[src/rtl/ovf_pkg.sv]
package ovf_pkg;

    localparam int FLAG_N = 3;

    // Field order matches word bits MSB-first: summary, overflow, carry.
    typedef struct packed {
        logic so;
        logic ov;
        logic ca;
    } ovf_flags_t;

    typedef struct packed {
        logic vld;
        logic val;
    } upd_t;

    function automatic ovf_flags_t arith_step(input ovf_flags_t cur,
                                              input upd_t ov_u,
                                              input upd_t ca_u);
        ovf_flags_t r;
        r = cur;
        if (ov_u.vld) begin
            r.ov = ov_u.val;
            r.so = cur.so | ov_u.val;
        end
        if (ca_u.vld) begin
            r.ca = ca_u.val;
        end
        return r;
    endfunction

endpackage

[src/rtl/ovf_update.sv]
module ovf_update
    import ovf_pkg::*;
(
    input  ovf_flags_t cur,
    input  upd_t       ov_u,
    input  upd_t       ca_u,
    input  logic       xtr_en,
    input  logic       wr_en,
    input  ovf_flags_t wr_flags,
    output ovf_flags_t nxt
);

    always_comb begin
        if (wr_en) begin
            nxt = wr_flags;
        end else if (xtr_en) begin
            nxt = '0;
        end else begin
            nxt = arith_step(cur, ov_u, ca_u);
        end
    end

endmodule

[src/rtl/ovf_field_pack.sv]
module ovf_field_pack
    import ovf_pkg::*;
#(
    parameter int FIELD_W = 4
) (
    input  ovf_flags_t         flags,
    output logic [FIELD_W-1:0] field
);

    logic [FLAG_N-1:0] fv;
    assign fv = flags;

    for (genvar i = 0; i < FIELD_W; i++) begin : g_slot
        if (i < FLAG_N) begin : g_flag
            assign field[FIELD_W-1-i] = fv[FLAG_N-1-i];
        end else begin : g_pad
            assign field[FIELD_W-1-i] = 1'b0;
        end
    end

endmodule

[src/rtl/ovf_store.sv]
module ovf_store
    import ovf_pkg::*;
#(
    parameter int DATA_W = 32,
    localparam int LOW_W = DATA_W - FLAG_N
) (
    input  logic              clk,
    input  logic              rst,
    input  logic              wr_en,
    input  logic [LOW_W-1:0]  wr_low,
    input  ovf_flags_t        nxt,
    output logic [DATA_W-1:0] word
);

    ovf_flags_t       flags_q;
    logic [LOW_W-1:0] low_q;

    always_ff @(posedge clk) begin
        if (rst) begin
            flags_q <= '0;
            low_q   <= '0;
        end else begin
            flags_q <= nxt;
            if (wr_en) begin
                low_q <= wr_low;
            end
        end
    end

    assign word = {flags_q, low_q};

endmodule

[src/rtl/ovf_status_reg.sv]
module ovf_status_reg
    import ovf_pkg::*;
#(
    parameter int DATA_W  = 32,
    parameter int FIELD_W = 4,
    localparam int LOW_W  = DATA_W - FLAG_N
) (
    input  logic               clk,
    input  logic               rst,
    input  logic               ovf_vld,
    input  logic               ovf_in,
    input  logic               ca_vld,
    input  logic               ca_in,
    input  logic               wr_en,
    input  logic [DATA_W-1:0]  wr_data,
    input  logic               xtr_en,
    output logic [DATA_W-1:0]  rd_data,
    output logic [FIELD_W-1:0] xtr_field,
    output logic               so_fwd
);

    ovf_flags_t cur_flags;
    ovf_flags_t nxt_flags;
    ovf_flags_t wr_flags;
    upd_t       ov_u;
    upd_t       ca_u;
    logic [DATA_W-1:0] word;

    assign cur_flags = ovf_flags_t'(word[DATA_W-1 -: FLAG_N]);
    assign wr_flags  = ovf_flags_t'(wr_data[DATA_W-1 -: FLAG_N]);
    assign ov_u      = '{vld: ovf_vld, val: ovf_in};
    assign ca_u      = '{vld: ca_vld,  val: ca_in};

    ovf_update u_update (
        .cur      (cur_flags),
        .ov_u     (ov_u),
        .ca_u     (ca_u),
        .xtr_en   (xtr_en),
        .wr_en    (wr_en),
        .wr_flags (wr_flags),
        .nxt      (nxt_flags)
    );

    ovf_store #(.DATA_W(DATA_W)) u_store (
        .clk    (clk),
        .rst    (rst),
        .wr_en  (wr_en),
        .wr_low (wr_data[LOW_W-1:0]),
        .nxt    (nxt_flags),
        .word   (word)
    );

    ovf_field_pack #(.FIELD_W(FIELD_W)) u_pack (
        .flags (cur_flags),
        .field (xtr_field)
    );

    assign rd_data = word;
    assign so_fwd  = nxt_flags.so;

    AST_OV_TRACK: assert property (@(posedge clk) disable iff (rst)
        (ovf_vld && !wr_en && !xtr_en) |=> rd_data[DATA_W-2] == $past(ovf_in));
    AST_SO_STICKY: assert property (@(posedge clk) disable iff (rst)
        (rd_data[DATA_W-1] && !wr_en && !xtr_en) |=> rd_data[DATA_W-1]);
    AST_CA_HOLD: assert property (@(posedge clk) disable iff (rst)
        (!ca_vld && !wr_en && !xtr_en) |=> $stable(rd_data[DATA_W-3]));
    AST_XTR_CLEAR: assert property (@(posedge clk) disable iff (rst)
        (xtr_en && !wr_en) |=> rd_data[DATA_W-1 -: FLAG_N] == '0);
    AST_WR_WINS: assert property (@(posedge clk) disable iff (rst)
        wr_en |=> rd_data == $past(wr_data));
    AST_FWD_MATCH: assert property (@(posedge clk) disable iff (rst)
        1'b1 |=> rd_data[DATA_W-1] == $past(so_fwd));
    AST_LOW_KEEP: assert property (@(posedge clk) disable iff (rst)
        !wr_en |=> $stable(rd_data[LOW_W-1:0]));
    AST_PAD_ZERO: assert property (@(posedge clk) disable iff (rst)
        xtr_field[0] == 1'b0);

endmodule

[config.mk]
export PLATFORM = sky130hd
export DESIGN_NAME = ovf_status_reg
export DESIGN_NICKNAME = d
export VERILOG_FILES = /design/src/rtl/ovf_pkg.sv /design/src/rtl/ovf_update.sv /design/src/rtl/ovf_field_pack.sv /design/src/rtl/ovf_store.sv /design/src/rtl/ovf_status_reg.sv
export SDC_FILE = /design/constraint.sdc
export NUM_CORES = 1
export LEC_CHECK = 0
export BUFFER_PORTS_ARGS = -buffer_cell sky130_fd_sc_hd__buf_2
export CAP_MARGIN = 10
export CORE_UTILIZATION = 40
export CTS_BUF_LIST = sky130_fd_sc_hd__clkbuf_4 sky130_fd_sc_hd__clkbuf_8 sky130_fd_sc_hd__clkbuf_16
export DETAILED_ROUTE_END_ITERATION = 8
export PLACE_DENSITY = 0.79
export SETUP_SLACK_MARGIN = 0.15
export SYNTH_ARGS = -nofsm -noshare
export SYNTH_HDL_FRONTEND = slang
export SYNTH_SLANG_ARGS = --single-unit
export TNS_END_PERCENT = 50
[constraint.sdc]
create_clock -name clk -period 1.29 [get_ports clk]
set_input_delay 0.1935 -clock clk [delete_from_list [all_inputs] [get_ports clk]]
set_output_delay 0.1935 -clock clk [all_outputs]
set_load 0.01 [all_outputs]
==> impl_metrics.ini <==
[status]
outcome = finished, violations left
violations = DRC

[cts]
clk_pin_slew_worst_paths_ns = 0.10
cts_tree = yes
worstSkewPairLatency_ns = 0.32
clock_sink_count = 32
clockBufferDepth = 2
htree_levels = 2
clk_root_buffer_cell = sky130_fd_sc_hd__clkbuf_4
tritoncts.num_buffers = 5

[detailed_routing]
vias = 1050
route.detailed.drc = 10
avgViaCountPerCell = 4.77
drt_first_iter_violations = 23
detail_route.wirelength_um = 2760
wl_per_cell_um = 12.6
drtAntennaViolNets = 0
first_pass_iters = 6

[global_route]
grt_overflow_total = 0
grt_max_degree = 18
first_global_vias = 1062
grt.total_usage_pct = 18.2
antenna_found_initial = 0
grt_first_pass_wirelength_um = 4440

[timing]
layout_worst_path_cycle_share_pct = 98.9
clock_skew_ns = 0
period_needed_ns = 1.28
drv_slew = 0
rsz0062_at_grt = yes
final-setup-viol-count = 0
hold_viol = 0
final.hold.worst_slack_ns = 0.107
maximum_clock_frequency_ghz = 0.784

[synth]
ys_ff_latch = 32
yosysWarnings = 0
syn-instance-count = 114
post_synth_num_cell_types = 16
yosys.area.top_type = sky130_fd_sc_hd__dfxtp_1
synth_fp_nets = 154
area_of_the_mapped_netlist_um2 = 1210
post_synth.cell_area_avg_um2 = 10.6
synth_top_area_share_pct = 52.9
synth_area_leaders = sky130_fd_sc_hd__dfxtp_1 (53%), sky130_fd_sc_hd__mux2i_1 (26%), sky130_fd_sc_hd__nor2_1 (9.0%), sky130_fd_sc_hd__buf_4 (4.3%), sky130_fd_sc_hd__a211oi_1 (1.2%)
synth-seq-area-share_pct = 52.9

[die]
floorplan.initialDensity_pct = 43.2
floorplan.io_pins = 77
row_count = 19
die_height_um = 57.0
fp.dieW_um = 57.0
die_area_um2 = 3250
floorplan.core_area_um2 = 2810

[setup_path]
classification_of_the_worst_setup_path = register to output pin
crit_required_ns = 1.10
endpoint_kind = output pin
timing.critical_path.from_type = register
worst-endpoint-arrival_ns = 1.08
worst-path-max-fanout = 3

[layout]
syn2layout_area_growth_pct = 35.1
num_antenna_cells = 0
fin_nets = 229
drive_gt1_share_pct = 47.6
post-route-cell-area_um2 = 1640

[power_and_ir_drop]
vdd_ir_drop_max_v = 0.000738
swShare_pct = 25.8
power.net_switching_uw = 496
pwr_density_cell_nw_per_um2 = 1180
share_of_total_power_in_sequential_cells_pct = 56.1
leakagePower_uw = 0.000911
power.share.combinational_pct = 16.4
internal_power_uw = 1430
clock_power_share_pct = 27.5

[placed_design]
globalplace.congestion = 0.733
dp.final_hpwl_um = 2180
port_buffers = 75
post_dp_cell_area_um2 = 1570

[hold_path]
min_path_type = primary input to register

[run]
max_cap_viols = 0
==> metrics by stage <==
stage	util, %	instances	total power [uW]	setup WS (ns)	setup TNS [ns]
6_report	58.3	220	1920	0.0148	0
5_1_grt	58.3	220	2030	-0.0281	-0.0281
4_1_cts	58.3	220	1960	0.00547	0
3_5_place_dp	56.1	212	1420	0.0795	0
3_3_place_gp	56.1	212	1400	0.181	0
2_1_floorplan	-	114	1280	0.270	0
==> kinds of logic after synthesis <==
family,Yosys count,synth area share (%)
AND/OR/NAND/NOR,33,11.4
flip-flops,32,52.9
multiplexers,31,25.6
buffers and inverters,12,6.51
AO/OA/AOI/OAI,5,3.31
other,1,0.310
==> final cells by class <==
type                    instances  area (um^2)
well taps                      31         38.8
repair buffers                 79          405
clock buffers                   6         45.0
clock inverters                 1         5.00
inverters                       1         3.75
multi-input cells              70          497
fillers                       263         1170
flip-flops and latches         32          642
==> synth_stat cells <==
cell                        number
sky130_fd_sc_hd__inv_1           1
sky130_fd_sc_hd__or3_4           1
sky130_fd_sc_hd__a211oi_1        2
sky130_fd_sc_hd__nor2_1         29
sky130_fd_sc_hd__buf_6           1
sky130_fd_sc_hd__nand2_1         1
sky130_fd_sc_hd__clkbuf_1        3
sky130_fd_sc_hd__nand3b_1        1
sky130_fd_sc_hd__nor2b_1         1
sky130_fd_sc_hd__dfxtp_1        32
sky130_fd_sc_hd__a2111oi_1       1
sky130_fd_sc_hd__buf_4           7
sky130_fd_sc_hd__mux2i_1        31
sky130_fd_sc_hd__o22ai_1         1
sky130_fd_sc_hd__conb_1          1
sky130_fd_sc_hd__o21ai_2         1
==> power by group through the flow <==
stage	Clock, uW	Sequential, uW	Combinational (uW)
floorplan	0	1130	149
global placement	0	1100	303
detailed placement	0	1100	315
CTS	556	1080	321
global route	602	1090	347
finish	529	1080	315
==> final timing paths <==
check,start,to,slack [ns],depth (start not counted)
hold reg to reg,u_store.low_q[7],u_store.low_q[7],0.50,2
setup / recovery,u_store.word[31],so_fwd,0.01,3
setup reg to reg,u_store.word[31],u_store.word[31],0.30,3
hold / removal,wr_data[20],u_store.low_q[20],0.11,3
==> placed cells by master, fill, tap and decap left out, drive strengths merged <==
master and n:
clkinv 1, nand3b 1, dfxtp 32, inv 1
conb 1, nand2 1, o21ai 1, or3 1
a2111oi 1, nor2b 1, o22ai 1, mux2i 31
a211oi 2, nor2 29, buf 79, clkbuf 6
==> sequential cells by signal, summed over array words and instances (netlist names) <==
name,cells
u_store.low_q,29
u_store.word,3
==> critical path, cell delays in order (launching register included) <==
cell and delay [ns]:
sky130_fd_sc_hd__dfxtp_2 0.36, sky130_fd_sc_hd__a211oi_2 0.04, sky130_fd_sc_hd__a211oi_1 0.19, sky130_fd_sc_hd__buf_2 0.17
==> layer usage <==
layer	GRT usage (%)	share of wire, %	vias to the layer above
met3	5.22	6.0	5
met1	18.2	38	483
met4	8.36	1.6	0
met5	0	0	-
met2	34.5	54	38
li1	-	-	524
==> what timing repair did <==
action / in CTS / in global routing
setup buffers: 1 / 0
cloned: 0 / 0
setup endpoints to repair: 1 / 1
pin swaps: 2 / 0
gates resized for setup: 2 / 0
hold buffers: 0 / 0
Note: power is estimated with default switching activity, not from simulation.
